`config.mk`:
```
export PLATFORM = sky130hd
export DESIGN_NAME = sif_irq_unit
export DESIGN_NICKNAME = d
export VERILOG_FILES = /design/src/rtl/sif_irq_pkg.sv /design/src/rtl/sif_flag_bank.sv /design/src/rtl/sif_enable_reg.sv /design/src/rtl/sif_irq_combine.sv /design/src/rtl/sif_irq_unit.sv
export SDC_FILE = /design/constraint.sdc
export NUM_CORES = 1
export LEC_CHECK = 0
export ABC_CLOCK_PERIOD_IN_PS = 1700
export CAP_MARGIN = 20
export CORE_MARGIN = 2
export CORE_UTILIZATION = 33
export CTS_BUF_LIST = sky130_fd_sc_hd__clkbuf_8
export CTS_CLUSTER_DIAMETER = 200
export DETAILED_ROUTE_END_ITERATION = 8
export GPL_ROUTABILITY_DRIVEN = 0
export MAX_ROUTING_LAYER = met4
export PLACE_DENSITY = 0.85
export SYNTH_ARGS = -nofsm -noshare
export SYNTH_HDL_FRONTEND = slang
export SYNTH_SLANG_ARGS = --single-unit
export TNS_END_PERCENT = 50
```
`constraint.sdc`:
```
create_clock -name clk -period 1.7 [get_ports clk]
set_input_delay 0.255 -clock clk [delete_from_list [all_inputs] [get_ports clk]]
set_output_delay 0.255 -clock clk [all_outputs]
set_load 0.005 [all_outputs]
```
`src/rtl/sif_irq_pkg.sv`:
```
// Shared widths and bit positions of the serial interrupt flag unit.
package sif_irq_pkg;
    localparam int FLAG_W = 6;
    localparam int EN_W   = 5;
    localparam int IRQ_W  = 5;

    // flag bit positions
    localparam int F_TXE  = 0;
    localparam int F_TEND = 1;
    localparam int F_RXF  = 2;
    localparam int F_STOP = 3;
    localparam int F_NACK = 4;
    localparam int F_ARB  = 5;

    // first flag cleared by software write-zero
    localparam int F_SW_LO = F_STOP;

    // enable / request bit positions
    localparam int E_TXE  = 0;
    localparam int E_TEND = 1;
    localparam int E_RXF  = 2;
    localparam int E_STOP = 3;
    localparam int E_NAK  = 4;

    // reset value of the flags: transmit buffer starts empty
    localparam logic [FLAG_W-1:0] FLAG_RST = FLAG_W'(1) << F_TXE;

    typedef logic [FLAG_W-1:0] flag_vec_t;
    typedef logic [EN_W-1:0]   en_vec_t;
    typedef logic [IRQ_W-1:0]  irq_vec_t;
endpackage

```
`src/rtl/sif_flag_bank.sv`:
```
// Bank of sticky flags with per-bit set and clear requests.
// Assumes: set and clear arrive as one-cycle pulses; set has priority.
module sif_flag_bank #(
    parameter int                N       = 6,
    parameter logic [N-1:0]      RST_VAL = '0
) (
    input  logic         clk,
    input  logic         rst_n,
    input  logic [N-1:0] set_i,
    input  logic [N-1:0] clr_i,
    output logic [N-1:0] flag_o
);
    for (genvar i = 0; i < N; i++) begin : g_bit
        // One flag: reset value, then set beats clear, else hold.
        always_ff @(posedge clk) begin
            if (!rst_n)        flag_o[i] <= RST_VAL[i];
            else if (set_i[i]) flag_o[i] <= 1'b1;
            else if (clr_i[i]) flag_o[i] <= 1'b0;
        end

        // a set in the same cycle as a clear still leaves the flag at 1
        a_r6_set_wins: assert property (@(posedge clk) disable iff (!rst_n)
            set_i[i] |=> flag_o[i]);

        // a lone clear drops the flag
        a_r3_clear_applies: assert property (@(posedge clk) disable iff (!rst_n)
            (clr_i[i] && !set_i[i]) |=> !flag_o[i]);

        // with no request the flag holds
        a_r2_flag_holds: assert property (@(posedge clk) disable iff (!rst_n)
            (!clr_i[i] && !set_i[i]) |=> $stable(flag_o[i]));
    end
endmodule

```
`src/rtl/sif_enable_reg.sv`:
```
// Interrupt enable register, loaded by a CPU write strobe.
// Assumes: write data is valid in the cycle of the strobe.
module sif_enable_reg #(
    parameter int W = 5
) (
    input  logic         clk,
    input  logic         rst_n,
    input  logic         wr_i,
    input  logic [W-1:0] wdata_i,
    output logic [W-1:0] q_o
);
    // Hold enables; clear on reset, load on write.
    always_ff @(posedge clk) begin
        if (!rst_n)    q_o <= '0;
        else if (wr_i) q_o <= wdata_i;
    end

    // the register changes only on a write
    a_r7_en_hold: assert property (@(posedge clk) disable iff (!rst_n)
        !wr_i |=> $stable(q_o));

    // a write loads its data
    a_r7_en_load: assert property (@(posedge clk) disable iff (!rst_n)
        wr_i |=> (q_o == $past(wdata_i)));
endmodule

```
`src/rtl/sif_irq_combine.sv`:
```
// Combines flags with enables and the mode to form the request lines.
// Assumes: the stop and nack conditions exist only in I2C mode; in
// synchronous mode the nack line reports arbitration-lost/overrun only.
module sif_irq_combine
    import sif_irq_pkg::*;
(
    input  logic      clk,
    input  logic      rst_n,
    input  logic      mode_i2c,
    input  flag_vec_t flags_i,
    input  en_vec_t   en_i,
    output irq_vec_t  irq_o,
    output logic      any_o
);
    logic nak_cause;

    // Select the nack cause: both flags in I2C mode, overrun only otherwise.
    always_comb begin
        nak_cause = flags_i[F_ARB] | (mode_i2c & flags_i[F_NACK]);
    end

    // Gate each source with its enable and, where needed, the mode.
    always_comb begin
        irq_o         = '0;
        irq_o[E_TXE]  = en_i[E_TXE]  & flags_i[F_TXE];
        irq_o[E_TEND] = en_i[E_TEND] & flags_i[F_TEND];
        irq_o[E_RXF]  = en_i[E_RXF]  & flags_i[F_RXF];
        irq_o[E_STOP] = en_i[E_STOP] & flags_i[F_STOP] & mode_i2c;
        irq_o[E_NAK]  = en_i[E_NAK]  & nak_cause;
        any_o         = |irq_o;
    end

    // no stop request in synchronous mode
    a_r9_stop_sync_quiet: assert property (@(posedge clk) disable iff (!rst_n)
        !mode_i2c |-> !irq_o[E_STOP]);

    // in synchronous mode the nack flag alone raises nothing
    a_r10_nack_masked_sync: assert property (@(posedge clk) disable iff (!rst_n)
        (!mode_i2c && !flags_i[F_ARB]) |-> !irq_o[E_NAK]);

    // a disabled source never requests
    a_r8_disabled_quiet: assert property (@(posedge clk) disable iff (!rst_n)
        !en_i[E_RXF] |-> !irq_o[E_RXF]);
endmodule

```
`src/rtl/sif_irq_unit.sv`:
```
// Interrupt flag unit of a dual-mode serial controller (I2C / clocked sync).
// Maps engine events and CPU accesses onto flag set/clear requests, keeps
// the enables and drives per-source and combined interrupt requests.
// Assumes: all strobes are single-cycle and synchronous to clk.
module sif_irq_unit
    import sif_irq_pkg::*;
(
    input  logic              clk,
    input  logic              rst_n,
    input  logic              mode_i2c,
    input  logic              ev_xfer,
    input  logic              ev_txend,
    input  logic              ev_rxbyte,
    input  logic              ev_stop,
    input  logic              ev_nack,
    input  logic              ev_arblost,
    input  logic              txdata_wr,
    input  logic              rxdata_rd,
    input  logic              stat_wr,
    input  logic [FLAG_W-1:0] stat_wdata,
    input  logic              en_wr,
    input  logic [EN_W-1:0]   en_wdata,
    output logic [FLAG_W-1:0] flags_o,
    output logic [EN_W-1:0]   enables_o,
    output logic              irq_txe,
    output logic              irq_tend,
    output logic              irq_rxf,
    output logic              irq_stop,
    output logic              irq_nak,
    output logic              irq_any
);
    flag_vec_t set_vec;
    flag_vec_t clr_vec;
    irq_vec_t  irq_vec;

    // Route the engine events to their flag positions.
    always_comb begin
        set_vec         = '0;
        set_vec[F_TXE]  = ev_xfer;
        set_vec[F_TEND] = ev_txend;
        set_vec[F_RXF]  = ev_rxbyte;
        set_vec[F_STOP] = ev_stop;
        set_vec[F_NACK] = ev_nack;
        set_vec[F_ARB]  = ev_arblost;
    end

    // Derive clears from data-register side effects and write-zero accesses.
    always_comb begin
        clr_vec         = '0;
        clr_vec[F_TXE]  = txdata_wr;
        clr_vec[F_TEND] = txdata_wr;
        clr_vec[F_RXF]  = rxdata_rd;
        for (int b = F_SW_LO; b < FLAG_W; b++)
            clr_vec[b] = stat_wr & ~stat_wdata[b];
    end

    sif_flag_bank #(.N(FLAG_W), .RST_VAL(FLAG_RST)) u_flags (
        .clk    (clk),
        .rst_n  (rst_n),
        .set_i  (set_vec),
        .clr_i  (clr_vec),
        .flag_o (flags_o)
    );

    sif_enable_reg #(.W(EN_W)) u_en (
        .clk     (clk),
        .rst_n   (rst_n),
        .wr_i    (en_wr),
        .wdata_i (en_wdata),
        .q_o     (enables_o)
    );

    sif_irq_combine u_comb (
        .clk      (clk),
        .rst_n    (rst_n),
        .mode_i2c (mode_i2c),
        .flags_i  (flags_o),
        .en_i     (enables_o),
        .irq_o    (irq_vec),
        .any_o    (irq_any)
    );

    // Break the request vector out to named outputs.
    always_comb begin
        irq_txe  = irq_vec[E_TXE];
        irq_tend = irq_vec[E_TEND];
        irq_rxf  = irq_vec[E_RXF];
        irq_stop = irq_vec[E_STOP];
        irq_nak  = irq_vec[E_NAK];
    end

    // a transmit write without a buffer transfer empties the flag
    a_r3_txwr_clears: assert property (@(posedge clk) disable iff (!rst_n)
        (txdata_wr && !ev_xfer) |=> !flags_o[F_TXE]);

    // a status write with ones keeps the stop flag
    a_r5_one_keeps: assert property (@(posedge clk) disable iff (!rst_n)
        (stat_wr && stat_wdata[F_STOP] && flags_o[F_STOP]) |=> flags_o[F_STOP]);

    // a receive read without a new byte empties the receive flag
    a_r4_rd_clears: assert property (@(posedge clk) disable iff (!rst_n)
        (rxdata_rd && !ev_rxbyte) |=> !flags_o[F_RXF]);
endmodule

```
Yosys cells after proc, flatten, opt, wreduce, memory -nomap -nowiden --
Index checks and enable logic that the tools add are counted.
Operators by class: shifts and indexed selects 0, reduce and logical (&&, ||, !) cells 7, order comparisons 0, add/sub/neg operators 0, div/mod/pow operators 0, muxes and demuxes 10, bitwise gates (word level) 15, multipliers 0, eq/ne operators 0
Operators with widths (count):
- AND 1 bit | 10
- two-way mux 1 bit | 10
- nonzero test 2 bit | 5
- OR reduction 5 bit | 1
- inverter 1 bit | 4
- OR reduction 2 bit | 1
- OR 1 bit | 1
Word-level totals: bits in registers 11, logic and storage cells 39, latch bits 0, memory bits (read-only) 0, bits in writable memories 0, memories 0, output and inout port bits 17

Depth between registers and ports, before layout --
depth in word-level cells 4, mapped depth 3, depth with buffers taken out 3

Cells and area by module --
A second synthesis with hierarchy kept.
Unflattened totals: cell total of the unflattened synthesis 45, area total of the unflattened synthesis 501.7 um^2
By module, submodules not included:
- sif_flag_bank | times used 1, area each 240.2 um^2, seq. area each 120.1 um^2, cells an instance 18
- sif_enable_reg | times used 1, area each 192.7 um^2, seq. area each 100.1 um^2, cells an instance 16
- sif_irq_combine | times used 1, area each 50.0 um^2, seq. area each 0.0 um^2, cells an instance 8
- sif_irq_unit | times used 1, area each 18.8 um^2, seq. area each 0.0 um^2, cells an instance 3

Least setup slack after synthesis --
OpenSTA, ideal clock, no wires.
path kind reg-to-output, from register u_en.q_o[0], to output port irq_any, slack 375 ps, buffers on the path 0, cell stages (with the launch flop) 4, data arrival time 1070 ps, cells stage by stage dfxtp_1 and2_4 or2_0 or4_1
On the way: longest elaborated chain between the ends 2
RTL lines:
- start, declared | RTL line sif_enable_reg.sv:10 | output logic [W-1:0] q_o
- start signal, assigned | RTL line sif_enable_reg.sv:15 | else if (wr_i) q_o <= wdata_i;
- AND 1 bit | RTL line sif_irq_combine.sv:25 | irq_o[E_TXE] = en_i[E_TXE] & flags_i[F_TXE];
- via irq_txe | RTL line sif_irq_unit.sv:25 | output logic irq_txe,
- OR reduction 5 bit | RTL line sif_irq_combine.sv:30 | any_o = |irq_o;
- end, declared | RTL line sif_irq_unit.sv:30 | output logic irq_any
The timed path passes the listed nets, and every way through them passes these cells.

Worst setup path after layout --
from register u_flags.flag_o[0], to output port irq_any
On the way: longest elaborated chain between the ends 2
RTL lines:
- start, declared | RTL line sif_flag_bank.sv:11 | output logic [N-1:0] flag_o
- start signal, assigned by index | RTL line sif_flag_bank.sv:16 | if (!rst_n) flag_o[i] <= RST_VAL[i];
- AND 1 bit | RTL line sif_irq_combine.sv:25
- OR reduction 5 bit | RTL line sif_irq_combine.sv:30
Every way passes these cells.

==> report_table.html <==
<table>
<tr><th>Metric</th><th>Value</th></tr>
<tr><th colspan="2">Timing</th></tr>
<tr><td>Setup Viol. Count Final</td><td>0</td></tr>
<tr><td>Setup repair after global routing missed its margin</td><td>yes</td></tr>
<tr><td>PnR worst setup slack</td><td>0.001815 ns</td></tr>
<tr><td>Peak clock frequency supported by timing</td><td>588.9 MHz</td></tr>
<tr><td>Largest clock skew in the final design</td><td>0 ns</td></tr>
<tr><td>Final min period</td><td>1.698 ns</td></tr>
<tr><td>Max transition margin</td><td>0.7735</td></tr>
<tr><td>Number of max-slew violations in the final report</td><td>0</td></tr>
<tr><td>Actual slew at the worst max-slew pin</td><td>0.3387 ns</td></tr>
<tr><td>Final critical-path share of the clock period</td><td>0.9989</td></tr>
<tr><td>Hold violation total from the final report</td><td>0</td></tr>
<tr><th colspan="2">Detailed routing</th></tr>
<tr><td>Post-DRT Antenna Nets</td><td>0</td></tr>
<tr><td>Post-detailed-route DRC marker count</td><td>0</td></tr>
<tr><td>Overall via count from detail_route</td><td>486</td></tr>
<tr><td>Number of DRC markers in iteration 0</td><td>1</td></tr>
<tr><td>Vias/cell</td><td>4.500</td></tr>
<tr><td>Detailed Routing Iterations Pass 1</td><td>2</td></tr>
<tr><td>WL per Instance</td><td>11.39 um</td></tr>
<tr><td>Total wire length</td><td>1230 um</td></tr>
<tr><th colspan="2">Placement</th></tr>
<tr><td>HPWL after DPL</td><td>958.3 um</td></tr>
<tr><td>Buffers on Ports</td><td>37</td></tr>
<tr><td>Cell count after placement</td><td>104</td></tr>
<tr><td>DP Area</td><td>897.1 um^2</td></tr>
<tr><td>Pre-CTS setup slack</td><td>-0.3864 ns</td></tr>
<tr><th colspan="2">Worst setup path</th></tr>
<tr><td>Critical path's slowest cell</td><td>or4_1</td></tr>
<tr><td>Startpoint type of the worst setup path</td><td>flop</td></tr>
<tr><td>CP max stage delay</td><td>0.39 ns</td></tr>
<tr><td>Critical Path AT</td><td>1.44 ns</td></tr>
<tr><td>Capturing element of the worst setup path</td><td>irq_any</td></tr>
<tr><td>Number of logic stages on the critical path including buffering</td><td>4</td></tr>
<tr><td>Startpoint of the most critical setup path</td><td>u_flags.flag_o[0]$_SDFFE_PP1P_</td></tr>
<tr><td>Category of the worst setup path capture point</td><td>primary output</td></tr>
<tr><td>Worst-case register-to-register setup slack</td><td>0.88 ns</td></tr>
<tr><td>Crit path required time</td><td>1.44 ns</td></tr>
<tr><td>Register-to-Register Path Depth</td><td>3</td></tr>
<tr><td>Worst flop-to-flop path startpoint</td><td>u_flags.flag_o[1]$_SDFFE_PN0P_</td></tr>
<tr><td>Category of the critical setup timing path</td><td>reg2out</td></tr>
<tr><td>Top delay family on crit path</td><td>simple AND/OR/NAND/NOR gates</td></tr>
<tr><td>Crit path buffers/inverters</td><td>1</td></tr>
<tr><td>Maximum fanout along the worst path</td><td>2</td></tr>
<tr><td>Reg2reg end</td><td>u_flags.flag_o[1]$_SDFFE_PN0P_</td></tr>
<tr><td>Cell Chain, Critical Path</td><td>and2_4, or2_0, or4_1, buf_2</td></tr>
<tr><th colspan="2">Min path</th></tr>
<tr><td>Worst min-delay path category</td><td>reg2reg</td></tr>
<tr><th colspan="2">Logic synthesis</th></tr>
<tr><td>Total number of yosys warnings</td><td>0</td></tr>
<tr><td>Synth cell types</td><td>13</td></tr>
<tr><td>Seq cells post-synth</td><td>11</td></tr>
<tr><td>Synthesized area per cell</td><td>9.901 um^2</td></tr>
<tr><td>Netlist Area Pre-Place</td><td>455.4 um^2</td></tr>
<tr><td>Number of nets produced by synthesis</td><td>70</td></tr>
<tr><td>Proportion of synthesized chip area in sequential cells</td><td>0.4835</td></tr>
<tr><td>Synthesized instance count</td><td>46</td></tr>
<tr><th colspan="2">Layout</th></tr>
<tr><td>Non-filler instance count after layout</td><td>108</td></tr>
<tr><td>Area Overhead vs Synth</td><td>106.9%</td></tr>
<tr><td>Leading cell type in the layout, fill and taps excluded</td><td>clkdlybuf4s50_1</td></tr>
<tr><td>Final core area utilization</td><td>0.7240</td></tr>
<tr><td>Final design instance area without fill</td><td>942.2 um^2</td></tr>
<tr><td>Commonest cells after routing, fill and taps aside</td><td>35 x clkdlybuf4s50_1, 11 x nor2b_1, 9 x dfxtp_1</td></tr>
<tr><td>Number of nets in the layout</td><td>118</td></tr>
<tr><td>Antenna Cells</td><td>0</td></tr>
<tr><td>Layout cell share with drive strength beyond 1</td><td>0.1828</td></tr>
<tr><th colspan="2">Power and ir drop</th></tr>
<tr><td>Design Power</td><td>0.0007000 W</td></tr>
<tr><td>Power per cell area</td><td>743.0 mW/mm^2</td></tr>
<tr><td>Leakage component of the power</td><td>0.3992 nW</td></tr>
<tr><td>Worst IR drop on VDD</td><td>0.5321 mV</td></tr>
<tr><th colspan="2">Clock network</th></tr>
<tr><td>Clock Latency Late Sink</td><td>0.24 ns</td></tr>
<tr><td>Max H-tree Level</td><td>1</td></tr>
<tr><td>Total setup buffers inserted after CTS</td><td>0</td></tr>
<tr><td>Number of buffers on the longest clock path</td><td>2</td></tr>
<tr><td>Root buffer selected by CTS</td><td>clkbuf_8</td></tr>
<tr><td>CTS Buf Count</td><td>3</td></tr>
<tr><td>TritonCTS clock tree</td><td>yes</td></tr>
<tr><td>Post-cts hold buffer count</td><td>0</td></tr>
<tr><td>Clock tree sinks</td><td>11</td></tr>
<tr><td>Clock edge transition at the registers on the reported setup and hold paths</td><td>0.05 ns</td></tr>
<tr><th colspan="2">GRT</th></tr>
<tr><td>Initial antenna violation count</td><td>0</td></tr>
<tr><td>Total overflow reported by the global router</td><td>0</td></tr>
<tr><td>Number of global-route vias before repair</td><td>437</td></tr>
<tr><td>All-Layer GR Usage</td><td>0.1807</td></tr>
<tr><td>Pin count of the biggest net entering global routing</td><td>12</td></tr>
<tr><td>Wire length of the first global-routing pass</td><td>1814 um</td></tr>
<tr><th colspan="2">Die</th></tr>
<tr><td>Die height</td><td>41.15 um</td></tr>
<tr><td>Standard-cell rows</td><td>13</td></tr>
<tr><td>CORE AREA</td><td>0.001301 mm^2</td></tr>
<tr><td>Initial Util</td><td>0.3500</td></tr>
<tr><td>Full die area</td><td>0.001693 mm^2</td></tr>
<tr><td>Number of top-level pins</td><td>41</td></tr>
<tr><td>Overall die width</td><td>41.15 um</td></tr>
<tr><th colspan="2">Outcome</th></tr>
<tr><td>Status</td><td>complete, no violations</td></tr>
<tr><th colspan="2">Job</th></tr>
<tr><td>Count of maximum capacitance violations</td><td>0</td></tr>
</table>
[per-layer routing]
layer,track usage,up-vias,part of all wire
met5,-,-,0
met4,0.09677,0,0.015
met3,0.07065,3,0.079
met2,0.2773,21,0.52
met1,0.2000,216,0.39
li1,-,246,-
[cells in the mapped netlist, drive strengths merged]
cell     n  area share
dfxtp   11        0.48
nor2b   11        0.15
mux2i    5        0.11
a21oi    4       0.044
nand2b   4       0.055
and2     3       0.047
clkbuf   2       0.016
o21a     2       0.033
and3     1       0.014
nand3b   1       0.016
or2      1       0.014
or4      1       0.016
[how the worst min path moves through the flow]
stage | depth (start not counted) | end | slack, ns | start
global route | 2 | u_flags.flag_o[3]$_SDFFE_PN0P_ | 0.55 | u_flags.flag_o[3]$_SDFFE_PN0P_
finish | 2 | u_flags.flag_o[3]$_SDFFE_PN0P_ | 0.53 | u_flags.flag_o[3]$_SDFFE_PN0P_
detailed placement | 2 | u_flags.flag_o[3]$_SDFFE_PN0P_ | 0.52 | u_flags.flag_o[3]$_SDFFE_PN0P_
floorplan | 1 | u_flags.flag_o[0]$_SDFFE_PP1P_ | 0.36 | ev_xfer
global placement | 2 | u_flags.flag_o[3]$_SDFFE_PN0P_ | 0.51 | u_flags.flag_o[3]$_SDFFE_PN0P_
CTS | 2 | u_flags.flag_o[3]$_SDFFE_PN0P_ | 0.53 | u_flags.flag_o[3]$_SDFFE_PN0P_
[through the flow]
step                      hold WS (ns)   TNS (ns)
final                           0.5263          0
after global routing            0.5545   -0.04897
after CTS                       0.5339  -0.003208
after detailed placement        0.5220    -0.3977
after global placement          0.5095    -0.3576
after floorplan                 0.3609          0
[registers in the layout (all words and copies together) (netlist names)]
signal	flops
u_en.q_o	5
u_flags.flag_o	6
[power by group]
group | internal (W) | switching [W]
Combinational | 0.000109 | 0.0000401
Sequential | 0.000275 | 0.00000960
Clock | 0.000161 | 0.000104
Total | 0.000546 | 0.000154
[layout make-up]
type / count / area (um^2)
Tap cell: 15 / 18.77
Timing Repair Buffer: 45 / 424.2
Multi-Input combinational cell: 33 / 230.2
Sequential cell: 11 / 222.7
Fill cell: 112 / 359.1
Clock buffer: 3 / 41.29
Clock inverter: 1 / 5.005
[what timing repair did]
action	in CTS	in global routing
resized for setup	5	3
pin swaps	1	1
setup endpoints to repair	2	1
[cells by family (layout without fill, tap and decap cells)]
| family | Yosys count | count (layout) | share of synthesized area |
|---|---|---|---|
| compound gates | 6 | 6 | 0.07692 |
| mux | 5 | 5 | 0.1099 |
| flops | 11 | 11 | 0.4835 |
| simple gates | 22 | 22 | 0.3132 |
| buf+inv | 2 | 49 | 0.01649 |
[worst min-delay path: stages (launching register included)]
cell and delay [ns]:
dfxtp_1 0.34, a21oi_1 0.07, nor2b_1 0.08
(Power assumes the default switching activity.)
